[src/rtl/secpol_pkg.sv]
package secpol_pkg;
  localparam int unsigned POL_MML_BIT  = 0;
  localparam int unsigned POL_MMWP_BIT = 1;
  localparam int unsigned POL_RLB_BIT  = 2;
  localparam int unsigned CFG_LOCK_BIT = 7;

  typedef struct packed {
    logic rlb;
    logic mmwp;
    logic mml;
  } pol_t;
endpackage

[src/rtl/secpol_decode.sv]
module secpol_decode #(
  parameter int unsigned       NREG      = 4,
  parameter int unsigned       AW        = 12,
  parameter logic [AW-1:0]     SEC_ADDR  = 12'h747,
  parameter logic [AW-1:0]     CFG_BASE  = 12'h3A0,
  parameter logic [AW-1:0]     ADDR_BASE = 12'h3B0
) (
  input  logic            we_i,
  input  logic [AW-1:0]   addr_i,
  output logic            sec_sel_o,
  output logic            sec_wr_o,
  output logic [NREG-1:0] cfg_hit_o,
  output logic [NREG-1:0] addr_hit_o
);
  assign sec_sel_o = (addr_i == SEC_ADDR);
  assign sec_wr_o  = we_i && sec_sel_o;

  for (genvar i = 0; i < NREG; i++) begin : g_slot
    localparam logic [AW-1:0] CfgA = CFG_BASE + AW'(i);
    localparam logic [AW-1:0] AdrA = ADDR_BASE + AW'(i);
    assign cfg_hit_o[i]  = we_i && (addr_i == CfgA);
    assign addr_hit_o[i] = we_i && (addr_i == AdrA);
  end
endmodule

[src/rtl/secpol_bits.sv]
module secpol_bits
  import secpol_pkg::*;
(
  input  logic clk_i,
  input  logic rst_ni,
  input  logic sec_wr_i,
  input  logic wr_rlb_i,
  input  logic wr_mmwp_i,
  input  logic wr_mml_i,
  input  logic any_locked_i,
  output pol_t pol_o
);
  pol_t pol_q, pol_d;

  always_comb begin
    pol_d      = pol_q;
    pol_d.mmwp = pol_q.mmwp | wr_mmwp_i;
    pol_d.mml  = pol_q.mml  | wr_mml_i;
    if (wr_rlb_i && !pol_q.rlb && any_locked_i) begin
      pol_d.rlb = 1'b0;
    end else begin
      pol_d.rlb = wr_rlb_i;
    end
  end

  always_ff @(posedge clk_i or negedge rst_ni) begin
    if (!rst_ni) begin
      pol_q <= '0;
    end else if (sec_wr_i) begin
      pol_q <= pol_d;
    end
  end

  assign pol_o = pol_q;

  a_r2_mmwp_sticky: assert property (@(posedge clk_i) disable iff (!rst_ni)
    pol_q.mmwp |=> pol_q.mmwp);
  a_r3_mml_sticky: assert property (@(posedge clk_i) disable iff (!rst_ni)
    pol_q.mml |=> pol_q.mml);
  a_r4_no_bypass_raise: assert property (@(posedge clk_i) disable iff (!rst_ni)
    (!pol_q.rlb && any_locked_i) |=> !pol_q.rlb);
  a_r8_idle_stable: assert property (@(posedge clk_i) disable iff (!rst_ni)
    !sec_wr_i |=> $stable(pol_q));
endmodule

[src/rtl/secpol_lock_gate.sv]
module secpol_lock_gate #(
  parameter int unsigned NREG = 4
) (
  input  logic            clk_i,
  input  logic            rst_ni,
  input  logic [NREG-1:0] cfg_hit_i,
  input  logic [NREG-1:0] addr_hit_i,
  input  logic            rlb_i,
  input  logic            lock_wbit_i,
  output logic [NREG-1:0] cfg_we_o,
  output logic [NREG-1:0] addr_we_o,
  output logic [NREG-1:0] locked_o,
  output logic            any_locked_o
);
  logic [NREG-1:0] locked_q, locked_d, open_v;

  assign open_v    = ~locked_q | {NREG{rlb_i}};
  assign cfg_we_o  = cfg_hit_i  & open_v;
  assign addr_we_o = addr_hit_i & open_v;

  always_comb begin
    locked_d = locked_q;
    for (int i = 0; i < NREG; i++) begin
      if (cfg_we_o[i]) locked_d[i] = lock_wbit_i;
    end
  end

  always_ff @(posedge clk_i or negedge rst_ni) begin
    if (!rst_ni) begin
      locked_q <= '0;
    end else if (|cfg_we_o) begin
      locked_q <= locked_d;
    end
  end

  assign locked_o     = locked_q;
  assign any_locked_o = |locked_q;

  for (genvar i = 0; i < NREG; i++) begin : g_chk
    a_r5_lock_holds: assert property (@(posedge clk_i) disable iff (!rst_ni)
      (locked_q[i] && !rlb_i) |=> locked_q[i]);
    a_r6_bypass_edit: assert property (@(posedge clk_i) disable iff (!rst_ni)
      (rlb_i && cfg_hit_i[i]) |=> (locked_q[i] == $past(lock_wbit_i)));
  end

  a_r10_single_enable: assert property (@(posedge clk_i) disable iff (!rst_ni)
    $onehot0({cfg_we_o, addr_we_o}));
endmodule

[src/rtl/secpol_csr.sv]
module secpol_csr
  import secpol_pkg::*;
#(
  parameter int unsigned   NREG      = 4,
  parameter logic [11:0]   SEC_ADDR  = 12'h747,
  parameter logic [11:0]   CFG_BASE  = 12'h3A0,
  parameter logic [11:0]   ADDR_BASE = 12'h3B0
) (
  input  logic            clk_i,
  input  logic            rst_ni,
  input  logic            csr_we_i,
  input  logic [11:0]     csr_addr_i,
  input  logic [31:0]     csr_wdata_i,
  output logic [31:0]     csr_rdata_o,
  output logic            rlb_o,
  output logic            mmwp_o,
  output logic            mml_o,
  output logic [NREG-1:0] region_cfg_we_o,
  output logic [NREG-1:0] region_addr_we_o,
  output logic [NREG-1:0] region_locked_o,
  output logic            any_locked_o
);
  logic            sec_sel, sec_wr, any_locked;
  logic [NREG-1:0] cfg_hit, addr_hit;
  pol_t            pol;
  logic            unused_wdata;

  assign unused_wdata = ^{csr_wdata_i[31:8], csr_wdata_i[6:3]};

  secpol_decode #(
    .NREG(NREG), .AW(12), .SEC_ADDR(SEC_ADDR),
    .CFG_BASE(CFG_BASE), .ADDR_BASE(ADDR_BASE)
  ) u_decode (
    .we_i(csr_we_i), .addr_i(csr_addr_i),
    .sec_sel_o(sec_sel), .sec_wr_o(sec_wr),
    .cfg_hit_o(cfg_hit), .addr_hit_o(addr_hit)
  );

  secpol_bits u_bits (
    .clk_i(clk_i), .rst_ni(rst_ni), .sec_wr_i(sec_wr),
    .wr_rlb_i(csr_wdata_i[POL_RLB_BIT]),
    .wr_mmwp_i(csr_wdata_i[POL_MMWP_BIT]),
    .wr_mml_i(csr_wdata_i[POL_MML_BIT]),
    .any_locked_i(any_locked), .pol_o(pol)
  );

  secpol_lock_gate #(.NREG(NREG)) u_gate (
    .clk_i(clk_i), .rst_ni(rst_ni),
    .cfg_hit_i(cfg_hit), .addr_hit_i(addr_hit),
    .rlb_i(pol.rlb), .lock_wbit_i(csr_wdata_i[CFG_LOCK_BIT]),
    .cfg_we_o(region_cfg_we_o), .addr_we_o(region_addr_we_o),
    .locked_o(region_locked_o), .any_locked_o(any_locked)
  );

  always_comb begin
    csr_rdata_o = '0;
    if (sec_sel) begin
      csr_rdata_o[POL_RLB_BIT]  = pol.rlb;
      csr_rdata_o[POL_MMWP_BIT] = pol.mmwp;
      csr_rdata_o[POL_MML_BIT]  = pol.mml;
    end
  end

  assign rlb_o        = pol.rlb;
  assign mmwp_o       = pol.mmwp;
  assign mml_o        = pol.mml;
  assign any_locked_o = any_locked;
endmodule

[config.mk]
export PLATFORM = sky130hd
export DESIGN_NAME = secpol_csr
export DESIGN_NICKNAME = d
export VERILOG_FILES = /design/src/rtl/secpol_pkg.sv /design/src/rtl/secpol_decode.sv /design/src/rtl/secpol_bits.sv /design/src/rtl/secpol_lock_gate.sv /design/src/rtl/secpol_csr.sv
export SDC_FILE = /design/constraint.sdc
export NUM_CORES = 1
export LEC_CHECK = 0
export ABC_AREA = 1
export BUFFER_PORTS_ARGS = -buffer_cell sky130_fd_sc_hd__buf_2
export CAP_MARGIN = 20
export CORE_AREA = 2 2 52 54
export DETAILED_ROUTE_END_ITERATION = 8
export DIE_AREA = 0 0 54 56
export GPL_TIMING_DRIVEN = 0
export PLACE_DENSITY = 0.87
export REMOVE_ABC_BUFFERS = 1
export SYNTH_ARGS = -nofsm -noshare
export SYNTH_HDL_FRONTEND = slang
export SYNTH_SLANG_ARGS = --single-unit
[constraint.sdc]
create_clock -name clk_i -period 2.5 [get_ports clk_i]
set_input_delay 0.25 -clock clk_i [delete_from_list [all_inputs] [get_ports clk_i]]
set_output_delay 0.25 -clock clk_i [all_outputs]
set_load 0.02 [all_outputs]
==> reports/qor.txt, run 1 <==
status: complete, no violations
Pre-antenna DRT Iters: 4
Cell Pwr Density: 305 nW/µm²
CTS HTree Levels: 1
Reg power frac: 36.9%
min-delay src: csr_wdata_i[0]
Routed WL per cell: 9.29 µm
sequential share of the synthesized area: 20.1%
initial antenna violation count: 0
RSZ-0062 raised after global routing: false
fmax: 0.636 GHz
Sw Pwr: 0.000114 W
PnR worst setup slack: 0.928 ns
Resized cells post-CTS: 0
critical path class: reg2out
Worst EP arrival: 1.32 ns
die height: 56 µm
Layout fillers: 279
core area: 2430 µm²
ant diodes: 0
Core Util, Final: 41.8%
Hold Fails Final Rpt: 0
Iter 0 DRT Violations: 14
Post-Place Worst Slack: 1.14 ns
leading cell types in the layout, fill and taps excluded: buf_2, conb_1, nand2_1
Final Max Tran Viols: 0
Clock power frac: 32.5%
worst IR drop on VDD: 0.270 mV
routed wire length: 1880 µm
Lkg Pwr: 0.637 nW
layout cells sized above 1: 32.6%
skew final: 0.00213 ns
Worst Hold Class: in2reg
hpwl dp: 1670 µm
global route total overflow: 0
CP Launch Type: register
yosys warns: 0
PortBufs: 37
CP Capture Type: output pin
All-Layer GR Usage: 12.8%
Die Wd: 54 µm
Yosys reg bits: 7
clock-pin slew on the worst setup and hold paths: 0.05 ns
Clock Tree Root: clkbuf_4
Final min period: 1.57 ns
final setup fails: 0
commonest non-fill, non-tap cell in the layout: buf_2
post-route ant nets: 0
switch share: 36.8%
Row Count: 18
P_int: 0.000196 W
Mapped Cells: 131
TNS Setup: 0 ns
Logic pwr share: 30.7%
final period utilization: 62.9%
total number of vias: 831
die area: 3020 µm²
Syn Area/Cell: 6.65 µm²
FF-to-FF End: u_gate.locked_o[2]$_DFFE_PN0P_
Required @ worst endpoint: 2.25 ns
total CTS buffers: 3
Final Hold Slack: 0.250 ns
CTS tree: done
Crit Path Max Fanout: 6
reg2reg start: u_bits.pol_o[2]$_DFFE_PN0P_
drc violations: 0
flop2flop setup slack: 1.41 ns
Hold EP: u_bits.pol_o[0]$_DFFE_PN0P_
pin count of the biggest net entering global routing: 9
hold depth: 3
GPL Wtd Cong: 0.787
first-pass GRT wire length: 2860 µm
CTS Sinks: 7
drt via density: 4.11
Worst Reg-to-Reg Cells: 5
Ports: 95
Final Net Count: 220
Final Cell Area: 1020 µm²
Max-Cap Viols: 0
cell area after synthesis: 871 µm²
P&R area growth vs syn: 16.8%
Initial Util: 35.8%
Post-DP Area: 981 µm²
clk_lat worst skew: 0.25 ns
Synth cell types: 19
Max Root-Sink Buffers: 2
number of global-route vias before repair: 731
-- worst max-delay path, stage by stage (launching register included) --
cell      delay, ns
dfrtp_1        0.35
inv_1          0.10
a21boi_1       0.22
nand4_1        0.17
inv_1          0.07
buf_2          0.15
-- cells by family (layout without fill, tap and decap cells) --
group                  Yosys count  count (layout)  synth area share (%)
AOI/OAI and AO/OA                3               3                  2.30
buffers and inverters           48              61                  33.2
DFF                              7               7                  20.1
other                            1              29                 0.431
and+or+nand+nor                 72              72                  44.0
-- power groups by stage --
stage	registers [W]	logic [W]	clock network, W
after floorplan	0.000116	0.0000639	0
after global placement	0.000116	0.0000920	0
after detailed placement	0.000116	0.0000931	0
after CTS	0.000114	0.0000946	0.000106
after global routing	0.000114	0.000104	0.000119
final	0.000114	0.0000951	0.000101
-- cells in the mapped netlist --
| cell | instances | area, µm² |
|---|---|---|
| nand2_1 | 26 | 97.6 |
| buf_4 | 29 | 218 |
| nor2_4 | 3 | 33.8 |
| inv_1 | 16 | 60.1 |
| nor3_1 | 3 | 15.0 |
| conb_1 | 1 | 3.75 |
| nand2_2 | 4 | 25.0 |
| nand3_4 | 1 | 17.5 |
| nor2_8 | 1 | 20.0 |
| nand4_1 | 9 | 56.3 |
| a21oi_1 | 1 | 5.00 |
| dfrtp_1 | 7 | 175 |
| inv_2 | 3 | 11.3 |
| a21boi_0 | 1 | 7.51 |
| nor2_1 | 16 | 60.1 |
| nand3_1 | 5 | 25.0 |
| nand3_2 | 2 | 20.0 |
| nor2_2 | 2 | 12.5 |
| a21boi_1 | 1 | 7.51 |
-- through the flow --
step | power, W | cells
3_5_place_dp | 0.000209 | 197
6_report | 0.000310 | 202
5_1_grt | 0.000337 | 202
3_3_place_gp | 0.000208 | 197
4_1_cts | 0.000314 | 202
2_1_floorplan | 0.000180 | 130
-- layout make-up --
cell class              instances  area [µm²]  area share, %
clock buffers                   4        26.3           2.58
inverters                      19        71.3           7.01
multi-input cells             104         512           50.3
flip-flops and latches          7         175           17.2
well taps                      30        37.5           3.69
repair buffers                 38         195           19.2
-- registers in the layout, indices dropped and copies added, names as in the netlist --
signal	flops
u_gate.locked_o	4
u_bits.pol_o	3
-- how the worst max path moves through the flow --
stage                                      startpoint             endpoint  slack [ns]  depth (start not counted)
after floorplan           u_bits.pol_o[2]$_DFFE_PN0P_  region_addr_we_o[1]        1.04                          4
final                     u_bits.pol_o[2]$_DFFE_PN0P_   region_cfg_we_o[2]        0.93                          5
after detailed placement                csr_addr_i[4]       csr_rdata_o[0]        1.14                          7
after global routing      u_bits.pol_o[2]$_DFFE_PN0P_   region_cfg_we_o[2]        0.79                          5
after CTS                 u_bits.pol_o[2]$_DFFE_PN0P_   region_cfg_we_o[2]        0.91                          5
after global placement                 csr_addr_i[11]  region_addr_we_o[2]        1.16                          7
-- routing by layer --
metal,share of wire (%),vias up,track usage [%]
met3,8.8,4,4.30
met1,40,354,14.7
met4,1.5,0,5.36
li1,-,434,-
met2,49,39,20.9
met5,0,-,0
-- timing repair --
item / 4_1_cts / 5_1_grt
setup buffers: 0 / 0
hold endpoints to repair: 7 / 0
hold buffers: 1 / 0
No activity file was read; power rests on OpenSTA's default activity.
==> run 2: changes to the inputs <==
--- a/config.mk
+++ b/config.mk
@@ -8,11 +8,11 @@
 export ABC_AREA = 1
 export BUFFER_PORTS_ARGS = -buffer_cell sky130_fd_sc_hd__buf_2
 export CAP_MARGIN = 20
-export CORE_AREA = 2 2 52 54
+export CORE_AREA = 2 2 54 56
 export DETAILED_ROUTE_END_ITERATION = 8
-export DIE_AREA = 0 0 54 56
+export DIE_AREA = 0 0 56 58
 export GPL_TIMING_DRIVEN = 0
-export PLACE_DENSITY = 0.87
+export PLACE_DENSITY = 0.81
 export REMOVE_ABC_BUFFERS = 1
 export SYNTH_ARGS = -nofsm -noshare
 export SYNTH_HDL_FRONTEND = slang
==> constraint.sdc (replaced) <==
create_clock -name clk_i -period 1.6 [get_ports clk_i]
set_input_delay 0.16 -clock clk_i [delete_from_list [all_inputs] [get_ports clk_i]]
set_output_delay 0.16 -clock clk_i [all_outputs]
set_load 0.02 [all_outputs]
==> reports/qor.txt, run 2 (synthesis results as in run 1) <==
Crit Path Max Fanout: 6 (unchanged)
RSZ-0062 raised after global routing: true
ant diodes: 0 (unchanged)
initial antenna violation count: 0 (unchanged)
total CTS buffers: 3 (unchanged)
Die Wd: 56 µm (+3.7%)
CP Capture Type: output pin
wire length on met1: 797 µm (+5.1%)
hold depth: 3 (unchanged)
routed wire length: 1860 µm (-0.85%)
PortBufs: 37 (unchanged)
fmax: 0.664 GHz
Hold Fails Final Rpt: 0 (unchanged)
Initial Util: 32.7% (-3.1 points)
Lkg Pwr: 0.637 nW (unchanged)
Layout fillers: 307 (+10%)
Final Cell Area: 1020 µm² (+0.12%)
post-route ant nets: 0 (unchanged)
Ports: 95 (unchanged)
Post-Place Worst Slack: 0.328 ns (-0.813 ns)
length of routed met3 wiring: 169 µm (+1.8%)
Final Net Count: 220 (unchanged)
Core Util, Final: 38.3% (-3.6 points)
worst IR drop on VDD: 0.432 mV (+60%)
Worst EP arrival: 1.35 ns (+0.03 ns)
Worst Reg-to-Reg Cells: 5 (unchanged)
final setup fails: 0 (unchanged)
status: complete, no violations
Max-Cap Viols: 0 (unchanged)
Worst Path Buf+Inv: 3 (unchanged)
leading cell types in the layout, fill and taps excluded: buf_2, conb_1, nand2_1
PnR worst setup slack: 0.0947 ns (-0.834 ns)
GPL Wtd Cong: 0.749 (-4.8%)
skew final: 0.00267 ns (+0.000538 ns)
layout cells sized above 1: 32.6% (unchanged)
TNS Setup: 0 ns (unchanged)
critical path class: reg2out
first-pass GRT wire length: 2980 µm (+4.1%)
cells along the critical path: inv_1 -> a21boi_1 -> nand4_1 -> inv_1 -> buf_2
pin count of the biggest net entering global routing: 9 (unchanged)
WP depth: 5 (unchanged)
number of global-route vias before repair: 720 (-1.5%)
Final Hold Slack: 0.190 ns (-0.0606 ns)
final period utilization: 94.1%
hpwl dp: 1720 µm (+2.4%)
Cell Pwr Density: 471 nW/µm² (+55%)
total number of vias: 840 (+1.1%)
Resized cells post-CTS: 0 (unchanged)
post-CTS setup buffers: 0 (unchanged)
core area: 2660 µm² (+9.5%)
drt via density: 4.14 (+0.59%)
CP Launch Type: register
All-Layer GR Usage: 11.6% (-1.1 points)
Row Count: 19 (+1)
CP max stage cell: dfrtp_1
top layer in use: met3
Iter 0 DRT Violations: 16 (+2)
Required @ worst endpoint: 1.44 ns (-0.81 ns)
Max Root-Sink Buffers: 2 (unchanged)
die height: 58 µm (+3.6%)
Max stage delay on crit path: 0.36 ns (about the same)
die area: 3250 µm² (+7.4%)
global route total overflow: 0 (unchanged)
CTS Sinks: 7 (unchanged)
DR WL met2: 893 µm (-3.3%)
commonest non-fill, non-tap cell in the layout: buf_2
Top cell by count, worst path: inv_1
clock-pin slew on the worst setup and hold paths: 0.05 ns (about the same)
CTS tree: done
clk_lat worst skew: 0.24 ns (about the same)
drc violations: 0 (unchanged)
Final min period: 1.51 ns
P&R area growth vs syn: 17.0%
Post-DP Area: 982 µm² (+0.13%)
Clock Tree Root: clkbuf_4
Worst Hold Class: in2reg
Routed WL per cell: 9.16 µm (-1.3%)
Pre-antenna DRT Iters: 4 (unchanged)
Largest register FFs: 4 (unchanged)
CP delay by family, top: flip-flops
Final Max Tran Viols: 0 (unchanged)
CTS HTree Levels: 1 (unchanged)
[run 2: final timing paths]
kind / start / to / slack, ns
max in group asynchronous: rst_ni / u_bits.pol_o[2]$_DFFE_PN0P_ / 1.16
min reg2reg: u_bits.pol_o[0]$_DFFE_PN0P_ / u_bits.pol_o[0]$_DFFE_PN0P_ / 0.48
min: csr_wdata_i[0] / u_bits.pol_o[0]$_DFFE_PN0P_ / 0.19
max reg2reg: u_bits.pol_o[2]$_DFFE_PN0P_ / u_gate.locked_o[2]$_DFFE_PN0P_ / 0.49
min in group asynchronous: rst_ni / u_gate.locked_o[2]$_DFFE_PN0P_ / 0.29
max: u_bits.pol_o[2]$_DFFE_PN0P_ / region_cfg_we_o[2] / 0.09
[run 2: area by class of cell]
| type | instances | area [µm²] | share of cell area, % |
|---|---|---|---|
| clock buffers | 4 | 26.3 | 2.58 |
| flip-flops and latches | 7 | 175 | 17.2 |
| repair buffers | 38 | 195 | 19.2 |
| inverters | 19 | 71.3 | 7.00 |
| well taps | 31 | 38.8 | 3.81 |
| multi-input cells | 104 | 512 | 50.2 |
[run 2: metal layers]
metal | track usage [%] | up-vias
li1 | - | 432
met1 | 14.2 | 370
met2 | 19.3 | 38
met3 | 5.13 | 0
met4 | 2.04 | 0
met5 | 0 | -
[run 2: timing repair]
| action | CTS | global route |
|---|---|---|
| endpoints found under the hold margin | 7 | 0 |
| hold buffers | 1 | 0 |
| endpoints found under the setup margin | 0 | 2 |
[run 2: worst register-to-register path, cell delays in order (launching register included)]
cell and delay [ns]:
dfrtp_1 0.36, inv_1 0.11, a21boi_1 0.24, nand4_1 0.17
nand2_1 0.09, nand2_1 0.04
[run 2: per-stage QoR]
stage	total power (W)	instances
2_1_floorplan	0.000282	130
6_report	0.000480	203
4_1_cts	0.000488	203
3_5_place_dp	0.000328	198
5_1_grt	0.000521	203
3_3_place_gp	0.000325	198
[run 2: power breakdown]
group | switching (W) | internal (W)
clock | 0.0000577 | 0.0000947
combinational | 0.000116 | 0.0000331
sequential | 0.000000530 | 0.000178
total | 0.000174 | 0.000306
==> run 3: changes to the inputs <==
--- a/config.mk
+++ b/config.mk
@@ -8,11 +8,11 @@
 export ABC_AREA = 1
 export BUFFER_PORTS_ARGS = -buffer_cell sky130_fd_sc_hd__buf_2
 export CAP_MARGIN = 20
-export CORE_AREA = 2 2 54 56
+export CORE_AREA = 2 2 52 59
 export DETAILED_ROUTE_END_ITERATION = 8
-export DIE_AREA = 0 0 56 58
+export DIE_AREA = 0 0 54 61
 export GPL_TIMING_DRIVEN = 0
-export PLACE_DENSITY = 0.81
+export PLACE_DENSITY = 0.8
 export REMOVE_ABC_BUFFERS = 1
 export SYNTH_ARGS = -nofsm -noshare
 export SYNTH_HDL_FRONTEND = slang
==> reports/qor.txt, run 3 (synthesis results as in run 1) <==
hpwl dp: 1640 µm (-4.3%)
drc violations: 0 (unchanged)
Row Count: 20 (+1)
routed wire length: 1850 µm (-0.38%)
Largest register FFs: 4 (unchanged)
Final Cell Area: 1020 µm² (+0.61%)
final setup fails: 0 (unchanged)
Post-DP Area: 985 µm² (+0.25%)
first-pass GRT wire length: 2850 µm (-4.4%)
CP Launch Type: register
CTS HTree Levels: 1 (unchanged)
GPL Wtd Cong: 0.815 (+8.7%)
Post-Layout Cell Count: 205 (+0.99%)
commonest non-fill, non-tap cell in the layout: buf_2
Die Wd: 54 µm (-3.6%)
Worst EP arrival: 1.31 ns (-0.04 ns)
status: complete, no violations
Worst Reg-to-Reg Cells: 7 (+2)
Final Max Tran Viols: 0 (unchanged)
skew final: 0.00366 ns (+0.000991 ns)
Hold Fails Final Rpt: 0 (unchanged)
layout cells sized above 1: 33.1% (+0.58 points)
flop2flop setup slack: 0.53 ns (+0.04 ns)
pin count of the biggest net entering global routing: 9 (unchanged)
P&R area growth vs syn: 17.7%
die area: 3290 µm² (+1.4%)
leading cell types in the layout, fill and taps excluded: buf_2, conb_1, nand2_1
Routed WL per cell: 9.04 µm (-1.3%)
PortBufs: 37 (unchanged)
drt via density: 4.08 (-1.4%)
Lkg Pwr: 0.637 nW (about the same)
CP Capture Type: output pin
All-Layer GR Usage: 11.8% (+0.13 points)
fmax: 0.682 GHz (+2.6%)
Ports: 95 (unchanged)
worst IR drop on VDD: 0.349 mV (-19%)
RSZ-0062 raised after global routing: true
Max Root-Sink Buffers: 2 (unchanged)
Required @ worst endpoint: 1.44 ns (about the same)
number of global-route vias before repair: 700 (-2.8%)
total CTS buffers: 3 (unchanged)
CTS tree: done
Iter 0 DRT Violations: 23 (+7)
Worst Hold Class: in2reg
clock-pin slew on the worst setup and hold paths: 0.05 ns (about the same)
Cell Pwr Density: 465 nW/µm² (-1.3%)
CTS Sinks: 7 (unchanged)
core area: 2700 µm² (+1.5%)
final period utilization: 91.7% (-2.4 points)
Max-Cap Viols: 0 (unchanged)
Clock Tree Root: clkbuf_4
hold depth: 3 (unchanged)
critical path class: reg2out
total number of vias: 836 (-0.48%)
Pre-antenna DRT Iters: 4 (unchanged)
global route total overflow: 0 (unchanged)
Final Net Count: 220 (unchanged)
Tot Pwr: 0.000476 W (-0.71%)
Initial Util: 32.2% (-0.48 points)
Core Util, Final: 37.9% (-0.34 points)
clk_lat worst skew: 0.24 ns (about the same)
placed cells: 200 (+1.0%)
Crit Path Max Fanout: 6 (unchanged)
initial antenna violation count: 0 (unchanged)
post-route ant nets: 0 (unchanged)
Final min period: 1.47 ns (-0.0381 ns)
die height: 61 µm (+5.2%)
ant diodes: 0 (unchanged)
run 3: cell counts in the layout (fill, tap and decap cells not counted):
Identical to the previous run, type by type.
run 3: critical path, cell delays in order (launching register included):
cell and delay [ns]:
dfrtp_1 0.36, inv_1 0.11, a21oi_2 0.20, nand4_1 0.15, inv_1 0.09, buf_2 0.16
run 3: power by group:
group,internal (W),total (W),switching (W)
clock network,0.0000945,0.000149,0.0000541
registers,0.000178,0.000179,0.000000628
logic,0.0000333,0.000149,0.000116
run 3: layer usage:
layer | track usage, % | up-vias | share of wire [%]
met5 | 0 | - | 0
met1 | 14.2 | 359 | 44
met3 | 3.20 | 0 | 8.0
li1 | - | 434 | -
met2 | 20.9 | 43 | 48
met4 | 2.14 | 0 | 0
run 3: through the flow:
stage          setup TNS (ns)  hold slack (ns)  setup WS [ns]
3_5_place_dp                0         -0.00519          0.363
4_1_cts                     0            0.181         0.0913
3_3_place_gp                0         -0.00424          0.367
6_report                    0            0.180          0.133
5_1_grt              -0.00370            0.169       -0.00351
2_1_floorplan               0           -0.136          0.233
run 3: repair_timing:
action / CTS / global route
setup endpoints to repair: 0 / 1
gates resized for setup: 0 / 1
buffers inserted: 0 / 0
hold buffers: 1 / 0
endpoints found under the hold margin: 7 / 0
run 3: layout make-up:
class	instances	area [µm²]
fillers	303	1680
multi-input cells	104	515
well taps	33	41.3
inverters	19	71.3
clock buffers	4	26.3
repair buffers	38	195
flip-flops and latches	7	175
run 3: final timing paths:
check                                                      end                   startpoint
worst max-delay path                        region_cfg_we_o[0]  u_bits.pol_o[2]$_DFFE_PN0P_
worst min-delay path               u_bits.pol_o[0]$_DFFE_PN0P_               csr_wdata_i[0]
worst max register to register  u_gate.locked_o[3]$_DFFE_PN0P_  u_bits.pol_o[2]$_DFFE_PN0P_
worst min register to register     u_bits.pol_o[1]$_DFFE_PN0P_  u_bits.pol_o[1]$_DFFE_PN0P_
max in group asynchronous       u_gate.locked_o[0]$_DFFE_PN0P_                       rst_ni
min in group asynchronous          u_bits.pol_o[1]$_DFFE_PN0P_                       rst_ni
